$ cat src/rtl/page_cmd_ctrl.sv
module page_cmd_ctrl #(
  parameter int OFS_W = 8
) (
  input  logic               clk,
  input  logic               rst_n,
  input  logic               cmd_valid,
  input  logic [7:0]         cmd_code,
  input  logic [OFS_W-1:0]   reg_ofs,
  output logic [OFS_W+1:0]   phys_addr,
  output logic               blk_wr_stb,
  output logic               blk_rd_stb,
  output logic               reboot_stb,
  output logic               fault_save_stb
);

  localparam logic [7:0] C_BWR   = 8'hA5;
  localparam logic [7:0] C_BRD   = 8'hA6;
  localparam logic [7:0] C_BOOT  = 8'hA7;
  localparam logic [7:0] C_SAVE  = 8'hA8;
  localparam logic [7:0] C_FON   = 8'hA9;
  localparam logic [7:0] C_FOFF  = 8'hAA;
  localparam logic [7:0] C_UON   = 8'hAB;
  localparam logic [7:0] C_UOFF  = 8'hAC;

  localparam logic [1:0] PG_DEF  = 2'b00;
  localparam logic [1:0] PG_FL   = 2'b10;
  localparam logic [1:0] PG_USR  = 2'b11;

  logic [1:0] page_q, page_d;
  logic [3:0] stb_d, stb_q;

  always_comb begin
    page_d = page_q;
    stb_d  = '0;
    if (cmd_valid) begin
      case (cmd_code)
        C_BWR:  stb_d[0] = 1'b1;
        C_BRD:  stb_d[1] = 1'b1;
        C_BOOT: begin stb_d[2] = 1'b1; page_d = PG_DEF; end
        C_SAVE: stb_d[3] = 1'b1;
        C_FON:  page_d = PG_FL;
        C_FOFF: page_d = PG_DEF;
        C_UON:  if (page_q == PG_FL)  page_d = PG_USR;
        C_UOFF: if (page_q == PG_USR) page_d = PG_FL;
        default: ;
      endcase
    end
  end

  always_ff @(posedge clk or negedge rst_n) begin
    if (!rst_n) begin
      page_q <= PG_DEF;
      stb_q  <= '0;
    end else begin
      page_q <= page_d;
      stb_q  <= stb_d;
    end
  end

  assign phys_addr      = {page_q, reg_ofs};
  assign blk_wr_stb     = stb_q[0];
  assign blk_rd_stb     = stb_q[1];
  assign reboot_stb     = stb_q[2];
  assign fault_save_stb = stb_q[3];

  p_onehot_stb_r12: assert property (@(posedge clk) disable iff (!rst_n)
    $onehot0({blk_wr_stb, blk_rd_stb, reboot_stb, fault_save_stb}));

  p_user_via_flash_r4: assert property (@(posedge clk) disable iff (!rst_n)
    (phys_addr[OFS_W+1:OFS_W] == PG_USR && $past(page_q) != PG_USR)
      |-> $past(page_q) == PG_FL);

  p_boot_default_r8: assert property (@(posedge clk) disable iff (!rst_n)
    reboot_stb |-> page_q == PG_DEF);

  p_idle_hold_r11: assert property (@(posedge clk) disable iff (!rst_n)
    !cmd_valid |=> ($stable(page_q) && stb_q == 4'b0000));

  p_stb_needs_cmd_r7: assert property (@(posedge clk) disable iff (!rst_n)
    (blk_wr_stb || blk_rd_stb) |-> $past(cmd_valid));

  p_no_page_legal_code_r10: assert property (@(posedge clk) disable iff (!rst_n)
    (page_q != $past(page_q)) |-> $past(cmd_valid));

endmodule

$ cat config.mk
export PLATFORM = sky130hd
export DESIGN_NAME = page_cmd_ctrl
export DESIGN_NICKNAME = d
export VERILOG_FILES = /design/src/rtl/page_cmd_ctrl.sv
export SDC_FILE = /design/constraint.sdc
export NUM_CORES = 1
export LEC_CHECK = 0
export ABC_CLOCK_PERIOD_IN_PS = 1700
export CAP_MARGIN = 40
export CORE_AREA = 3 3 40 42
export CTS_BUF_LIST = sky130_fd_sc_hd__clkbuf_8
export DETAILED_ROUTE_END_ITERATION = 10
export DIE_AREA = 0 0 43 45
export DONT_BUFFER_PORTS = 1
export PLACE_DENSITY = 0.45
export SLEW_MARGIN = 20
export SYNTH_ARGS = -nofsm -noshare
export SYNTH_HDL_FRONTEND = slang
export SYNTH_SLANG_ARGS = --single-unit
$ cat constraint.sdc
create_clock -name clk -period 1.7 [get_ports clk]
set_clock_uncertainty 0.15 [all_clocks]
set_input_delay 0.51 -clock clk [delete_from_list [all_inputs] [get_ports clk]]
set_output_delay 0.51 -clock clk [all_outputs]
set_load 0.01 [all_outputs]
==> results of run 1 <==
## sequential cells by signal, summed over array words and instances, names as in the netlist
name,flops
page_q,2
stb_q,4
## worst register-to-register path: stages, from the launching register on
cell,delay [ns]
dfrtp_1,0.43
nand4_1,0.12
o31ai_1,0.29
o221ai_1,0.17
a21boi_0,0.14
## routing by layer
metal,part of all wire,routed length [um],global-route usage
met1,0.40,340,0.108
met2,0.42,358,0.144
met3,0.14,121,0.0438
met4,0.038,32,0.102
met5,0,0,0
## synthesized netlist by cell type
cell type,instances
nand3b_1,2
inv_1,3
nand2_1,2
nor3b_2,1
dfrtp_1,6
a21oi_1,2
o31ai_1,1
clkbuf_1,1
buf_4,8
o211ai_1,1
nor4b_1,1
a21boi_0,1
o22ai_1,1
or3b_4,1
nand2b_1,1
o31a_2,1
o221ai_1,1
nand4_1,1
o21ai_1,1
nor3_1,2
or4_4,1
nor2_1,2
## logic make-up (layout without fill, tap and decap cells)
| logic type | count (synthesis) | after routing |
|---|---|---|
| AOI/OAI and AO/OA | 9 | 9 |
| buffers and inverters | 12 | 9 |
| DFF | 6 | 6 |
| and+or+nand+nor | 14 | 14 |
## placed cells by master (no fill, tap or decap), types with 2 or more instances in the layout
master,Yosys,final
dfrtp_1,6,6
nand2_1,2,2
a21oi_1,2,2
inv_1,3,3
clkbuf_8,0,3
nor3_1,2,2
buf_4,8,2
nand3b_1,2,2
nor2_1,2,2
## layout make-up
| class | instances | area, um^2 |
|---|---|---|
| clock buffers | 3 | 41.3 |
| fillers | 131 | 880 |
| inverters | 3 | 11.3 |
| multi-input cells | 23 | 159 |
| flip-flops and latches | 6 | 150 |
| well taps | 15 | 18.8 |
| repair buffers | 3 | 25.0 |
## worst min path at each step
stage                           start         to  slack, ns  cells after the start
after floorplan                 rst_n  page_q[0]       0.06                      0
after global placement          rst_n   stb_q[2]       0.06                      0
after detailed placement        rst_n   stb_q[2]       0.06                      0
after CTS                 cmd_code[0]   stb_q[1]       0.20                      1
after global routing      cmd_code[0]   stb_q[1]       0.20                      1
final                     cmd_code[0]   stb_q[1]       0.21                      1
## metrics by stage
| step | power (mW) | hold WS [ns] | utilization | setup WS, ns | area [um^2] |
|---|---|---|---|---|---|
| floorplan | 0.195 | 0.0644 | - | -0.114 | 384 |
| global placement | 0.180 | 0.0645 | 0.276 | -0.110 | 354 |
| detailed placement | 0.181 | 0.0646 | 0.276 | -0.131 | 354 |
| CTS | 0.397 | 0.202 | 0.315 | 0.0954 | 405 |
| global route | 0.408 | 0.204 | 0.315 | 0.0337 | 405 |
| finish | 0.394 | 0.209 | 0.315 | 0.0891 | 405 |
## timing repair
item / 4_1_cts / 5_1_grt
hold endpoints to repair: 6 / 0
setup buffers: 0 / 0
endpoints found under the setup margin: 0 / 0
hold buffers: 1 / 0
## power groups by stage
stage,clock network (mW),registers [mW],logic (mW)
floorplan,0,0.158,0.0377
global placement,0,0.160,0.0196
detailed placement,0,0.160,0.0205
CTS,0.213,0.159,0.0250
global route,0.220,0.159,0.0288
finish,0.210,0.158,0.0248
==> results_dict.tcl, run 1 <==
set metrics [dict create \
    start_util 0.299 \
    synth_adder_area_share 0 \
    path_cells "or3b_4, or4_4, o21ai_1, a21oi_1" \
    path_depth 4 \
    h-tree-depth 1 \
    nets 59 \
    layout-drive-gt1-share 0.237 \
    dieArea_um2 1940 \
    fp.coreArea_um2 1280 \
    grt_overflow 0 \
    synthXorXnorAreaFrac 0 \
    worstPathRequired_ns 1.65 \
    gr-usage-all-layers 0.101 \
    status "complete, no violations" \
    worst-path-buf-inv 0 \
    num_antenna_cells 0 \
    vias_per_cell 5.94 \
    grt_max_degree 9 \
    arrival_ns 1.56 \
    wl_um 853 \
    power.net_switching_mw 0.0811 \
    netlist-cell-type-count 22 \
    post_synth_and_or_nand_nor_area_fraction 0.251 \
    port_buffers 0 \
    cts_resized 0 \
    p_int_mw 0.312 \
    start_kind "primary input" \
    yosys_warnings 0 \
    r2r_slack_ns 0.28 \
    cp_max_fo 4 \
    synth_cells 41 \
    fin_crit_ns 1.61 \
    synth.largest_area_cell "dfrtp_1" \
    rsz0062_at_grt "false" \
    yosysSeqAreaShare 0.391 \
    post_drt_wl_per_cell_um 16.1 \
    synth-seq-cells 6 \
    r2r-start "page_q[0]" \
    synth_compound_area_frac 0.163 \
    place_hpwl_um 677 \
    antenna_left 0 \
    dr.first_iter.drc_count 10 \
    power_frac_clock 0.534 \
    clock.fmax_mhz 621 \
    reg2reg_to "page_q[0]" \
    io_pins 33 \
    layout.cells.non_filler 53 \
    cts_tree "done" \
    synth_top_family_by_area "simple AND/OR/NAND/NOR gates" \
    power_density_nw_per_um2 971 \
    grt_first_pass_wirelength_um 1410 \
    cts_root_buf "clkbuf_8" \
    finalSetupViolations 0 \
    cts.sinks 6 \
    place_congestion 0.758 \
    vias 315 \
    row_count 13 \
    tightest_slew_ns 0.301 \
    die_y_um 45 \
    synth_mux_area_frac 0 \
    holdCritPathClass "in -> reg" \
    synth.net_count 60 \
    antenna_found_initial 0 \
    setup_tns_ns 0 \
    p_comb_frac 0.063 \
    dp.cells 49 \
    slew_viol_final 0 \
    pwr-share-seq 0.403 \
    netlist_top_cells_area "dfrtp_1 39%, buf_4 16%, nand3b_1 3.9%" \
    vdd_drop_max_mv 0.212 \
    p_sw_frac 0.206 \
    hold_violations 0 \
    cts_buffers 3 \
    path_clk_slew_ns 0.03 \
    insertion_delay_ns 0.22 \
    drc 0 \
    worstSetupEndpointType "flip-flop" \
    die_x_um 43 \
    crit_family "simple AND/OR/NAND/NOR gates" \
    areaGrowthSynthToFinish_pct 5.54 \
    slowest_delay_ns 0.45 \
    r2r_cells 4 \
    first_pass_iters 4 \
    cap_violations 0 \
    finalCritPeriodShare 0.948 \
    grt_pass1_vias 317 \
    power.leakage_nw 0.167 \
    post_synth.cell_area_avg_um2 9.37 \
    maxSlewHeadroom 0.798 \
    cts_buffer_depth 2 \
    cp-startpoint "cmd_code[4]" \
    synth.top_cell.area_share 0.391 \
    netlist_area_um2 384 \
    crit_slowest_cell "or4_4" \
    crit_end "page_q[1]" \
    critPathKind "in -> reg" \
]
(Power assumes the default switching activity.)
==> run 2: changes to the inputs <==
Settings changed: BUFFER_PORTS_ARGS from default to -buffer_cell sky130_fd_sc_hd__buf_4, DONT_BUFFER_PORTS 1 to default, PLACE_DENSITY 0.45 to 0.67.
==> run 2 against run 1 <==
Compared with the run above:
- hold slack gained 0.15 ns
- design area grew 35%
- via count is 5.4% higher
- critical path depth grew 1
==> results_dict.tcl, run 2 (synthesis gave the netlist of run 1 again) <==
set metrics [dict create \
    status "complete, no violations" \
    cp-startpoint "cmd_code[4]" \
    layout-drive-gt1-share 0.519 \
    start_util 0.299 \
    cts.sinks 6 \
    hold_violations 0 \
    first_pass_iters 1 \
    row_count 13 \
    gr-usage-all-layers 0.0971 \
    arrival_ns 1.63 \
    vias_per_cell 4.81 \
    io_pins 33 \
    cts_root_buf "clkbuf_8" \
    cap_violations 0 \
    grt_pass1_vias 319 \
    final_cell_mix "17 x buf_4, 6 x dfrtp_1, 3 x inv_1, 3 x clkbuf_8" \
    total_power_mw 0.424 \
    grt_first_pass_wirelength_um 1330 \
    r2r_cells 4 \
    nFillCells 135 \
    power.leakage_nw 0.256 \
    grt_max_degree 9 \
    r2r-start "page_q[1]" \
    cp_max_fo 4 \
    insertion_delay_ns 0.22 \
    tightest_slew_ns 0.264 \
    slew_viol_final 0 \
    antenna_found_initial 0 \
    dieArea_um2 1940 \
    dr.first_iter.drc_count 0 \
    die_y_um 45 \
    finalSetupViolations 0 \
    largest_reg_flops 4 \
    layout_commonest_cell "buf_4" \
    clock.fmax_mhz 595 \
    cts_tree "done" \
    grt_overflow 0 \
    place_congestion 0.794 \
    vias 332 \
    critPathKind "in -> reg" \
    finalCritPeriodShare 0.988 \
    crit_end "page_q[1]" \
    r2r_slack_ns 0.26 \
    h-tree-depth 1 \
    num_antenna_cells 0 \
    wl_um 795 \
    holdCritPathClass "in -> reg" \
    fin_crit_ns 1.68 \
    setup_tns_ns 0 \
    cts_buffer_depth 2 \
    top_register "stb_q" \
    reg_top3 "stb_q: 4 flops, page_q: 2 flops" \
    maxSlewHeadroom 0.822 \
    die_x_um 43 \
    power_density_nw_per_um2 777 \
    vdd_drop_max_mv 0.191 \
    rsz0062_at_grt "true" \
    place_hpwl_um 660 \
    fp.coreArea_um2 1280 \
    start_kind "primary input" \
    worstPathRequired_ns 1.65 \
    antenna_left 0 \
    worstSetupEndpointType "flip-flop" \
    drc 0 \
    post_drt_wl_per_cell_um 11.5 \
    nets 75 \
    reg2reg_to "page_q[0]" \
    port_buffers 16 \
    areaGrowthSynthToFinish_pct 42.0 \
    path_clk_slew_ns 0.03 \
    cts_buffers 3 \
]
==> run 2: cell types whose count changed in the layout (fill, tap and decap cells not counted) <==
cell,delta
o22ai_2,+1
o21ai_2,+1
buf_4,+15
nor4b_1,-1
o21ai_1,-1
o22ai_1,-1
buf_6,+1
nor4b_2,+1
==> run 2: cell type report <==
class | instances | area, um^2 | area share
Multi-Input combinational cell | 23 | 175 | 0.321
Sequential cell | 6 | 150 | 0.275
Timing Repair Buffer | 19 | 149 | 0.273
Clock buffer | 3 | 41.3 | 0.0757
Tap cell | 15 | 18.8 | 0.0344
Inverter | 3 | 11.3 | 0.0206
==> run 2: how the worst min path moves through the flow <==
stage	startpoint	end	slack, ns	cells past startpoint
floorplan	rst_n	page_q[0]	0.06	0
global placement	rst_n	stb_q[2]	0.17	1
detailed placement	rst_n	stb_q[0]	0.17	1
CTS	cmd_code[0]	stb_q[1]	0.35	2
global route	cmd_code[0]	stb_q[1]	0.37	2
finish	cmd_code[0]	stb_q[1]	0.36	2
==> run 2: metrics by stage <==
| stage | hold slack, ns | setup slack, ns | std cells | util | cell area (um^2) |
|---|---|---|---|---|---|
| after floorplan | 0.0644 | -0.114 | 41 | - | 384 |
| after global placement | 0.167 | -0.217 | 65 | 0.369 | 474 |
| after detailed placement | 0.169 | -0.235 | 65 | 0.369 | 474 |
| after CTS | 0.345 | 0.0156 | 69 | 0.412 | 529 |
| after global routing | 0.367 | -0.0302 | 69 | 0.425 | 546 |
| final | 0.358 | 0.0207 | 69 | 0.425 | 546 |
==> run 2: critical path, cell delays in order <==
cell	delay [ns]
buf_6	0.09
or3b_4	0.38
or4_4	0.46
o21ai_2	0.12
a21oi_1	0.07
==> run 2: what timing repair did <==
item / 4_1_cts / 5_1_grt
cloned: 0 / 0
setup buffers: 0 / 0
hold buffers: 1 / 0
endpoints found under the setup margin: 1 / 2
endpoints found under the hold margin: 6 / 0
resized for setup: 1 / 3
==> run 2: report_power, final <==
group | internal (mW) | switching, mW | total [mW]
logic | 0.0346 | 0.0278 | 0.0625
registers | 0.149 | 0.00503 | 0.154
clock network | 0.152 | 0.0553 | 0.207
total | 0.336 | 0.0881 | 0.424
==> run 2: per-layer routing <==
layer / vias to the layer above / GRT usage / wire length, um
met3: 2 / 0.0398 / 102
met1: 147 / 0.110 / 328
met4: 0 / 0.0783 / 2
met2: 17 / 0.144 / 361
li1: 166 / - / -
met5: - / 0 / 0
==> run 3: changes to the inputs <==
Settings changed: CELL_PAD_IN_SITES_DETAIL_PLACEMENT from default to 0, CELL_PAD_IN_SITES_GLOBAL_PLACEMENT from default to 1, CORE_AREA 3 3 40 42 to default, CORE_MARGIN from default to 3, CORE_UTILIZATION from default to 25, DIE_AREA 0 0 43 45 to default, PLACE_DENSITY 0.67 to 0.81, SETUP_SLACK_MARGIN from default to 0.5.
==> run 3 against run 2 <==
Compared with the run above:
- the flow now finishes with violations (negative setup slack)
- final cell count up 1.4%
- die area up 5.6%
- critical path depth unchanged
- hold slack better by 0.00065 ns
- global-route usage up 1.0 points
- clock-buffer cell count unchanged
- sequential share of layout area down 2.2 points
- largest cell class unchanged
- routed wire length up 16%
- highest routed layer unchanged
==> results_dict.tcl, run 3 (synthesis gave the netlist of run 1 again) <==
set metrics [dict create \
    path_clk_slew_ns 0.03 \
    cts_tree "done" \
    slowest_delay_ns 0.46 \
    status "complete, but fails checks" \
    hold_violations 0 \
    io_pins 33 \
    holdCritPathClass "in -> reg" \
    worstSetupEndpointType "flip-flop" \
    areaGrowthSynthToFinish_pct 54.1 \
    row_count 13 \
    power.leakage_nw 0.272 \
    crit_slowest_cell "or4_4" \
    power_density_nw_per_um2 738 \
    reg_top3 "stb_q: 4 flops, page_q: 2 flops" \
    fp.coreArea_um2 1370 \
    layout_commonest_cell "buf_4" \
    clock.fmax_mhz 588 \
    total_power_mw 0.437 \
    setup_tns_ns -0.00185 \
    largest_reg_flops 4 \
    first_pass_iters 4 \
    final_cell_mix "11 x buf_4, 8 x buf_6, 6 x dfrtp_1" \
    maxSlewHeadroom 0.803 \
    timing.hold.ws_ns 0.359 \
    violations "negative setup slack" \
    post_drt_wl_per_cell_um 13.2 \
    hold_depth 2 \
    arrival_ns 1.65 \
    die_x_um 45.2 \
    min_from "cmd_code[0]" \
    r2r_cells 4 \
    finalSetupViolations 1 \
    tightest_slew_ns 0.293 \
    dr.first_iter.drc_count 4 \
    antenna_left 0 \
    wl_um 924 \
    r2r-start "page_q[1]" \
    path_cells "buf_6, or3b_4, or4_4, o21ai_2, a21oi_1" \
    dp_slack_ns -0.230 \
    place_congestion 0.748 \
    finalCritPeriodShare 1.00 \
    rsz0062_at_grt "true" \
    nets 76 \
    grt_pass1_vias 330 \
    cts_buffers 3 \
    h-tree-depth 1 \
    worstPathRequired_ns 1.65 \
    cts_buffer_depth 2 \
    final_area_um2 592 \
    port_buffers 16 \
    vdd_drop_max_mv 0.294 \
    crit_family "simple AND/OR/NAND/NOR gates" \
    dieArea_um2 2040 \
    grt_first_pass_wirelength_um 1500 \
    place_hpwl_um 656 \
    drc 0 \
    antenna_found_initial 0 \
    slew_viol_final 0 \
    cp-startpoint "cmd_code[4]" \
    cp_max_fo 3 \
    dpl_cell_area_um2 474 \
    path_depth 5 \
    vias_per_cell 5.01 \
    vias 351 \
    cap_violations 0 \
    start_kind "primary input" \
    fin_ws_ns -0.00185 \
    fin_crit_ns 1.70 \
    start_util 0.281 \
    layout-drive-gt1-share 0.545 \
    grt_max_degree 9 \
    top_register "stb_q" \
    critPathKind "in -> reg" \
    die_y_um 45.2 \
    grt_overflow 0 \
    num_antenna_cells 0 \
    insertion_delay_ns 0.22 \
    cts.sinks 6 \
    cts_root_buf "clkbuf_8" \
    gr-usage-all-layers 0.107 \
    worst-path-buf-inv 1 \
]
## run 3: cell type report
type                            instances  area (um^2)
Clock buffer                            3         41.3
Sequential cell                         6          150
Timing Repair Buffer                   20          183
Multi-Input combinational cell         23          188
Fill cell                             143          774
Tap cell                               15         18.8
Inverter                                3         11.3
## run 3: per-stage QoR
stage                     utilization  instances
after floorplan                     -         41
after global placement          0.347         65
after detailed placement        0.347         65
after CTS                       0.418         70
after global routing            0.433         70
final                           0.433         70
## run 3: path summary, 6_finish.rpt
check                      slack, ns         to
min reg2reg                     0.43  page_q[0]
max                           -0.002  page_q[1]
min in group asynchronous       0.48   stb_q[2]
max in group asynchronous       0.80   stb_q[0]
min                             0.36   stb_q[1]
max reg2reg                     0.25  page_q[0]
## run 3: repair_timing
action,CTS,global route
setup buffers,1,0
endpoints found under the hold margin,6,0
endpoints found under the setup margin,12,12
resized for setup,11,4
pin swaps,1,1
hold buffers,1,0
## run 3: routing by layer
metal  global-route usage  share of wire  vias up
li1                     -              -      167
met1                0.129           0.40      161
met2                0.150           0.48       21
met4                0.105          0.013        0
met3               0.0279           0.11        2
met5                    0              0        -
## run 3: power breakdown
part	total, mW	switching, mW	internal, mW
logic	0.0706	0.0311	0.0395
clock network	0.209	0.0574	0.152
registers	0.157	0.00758	0.149
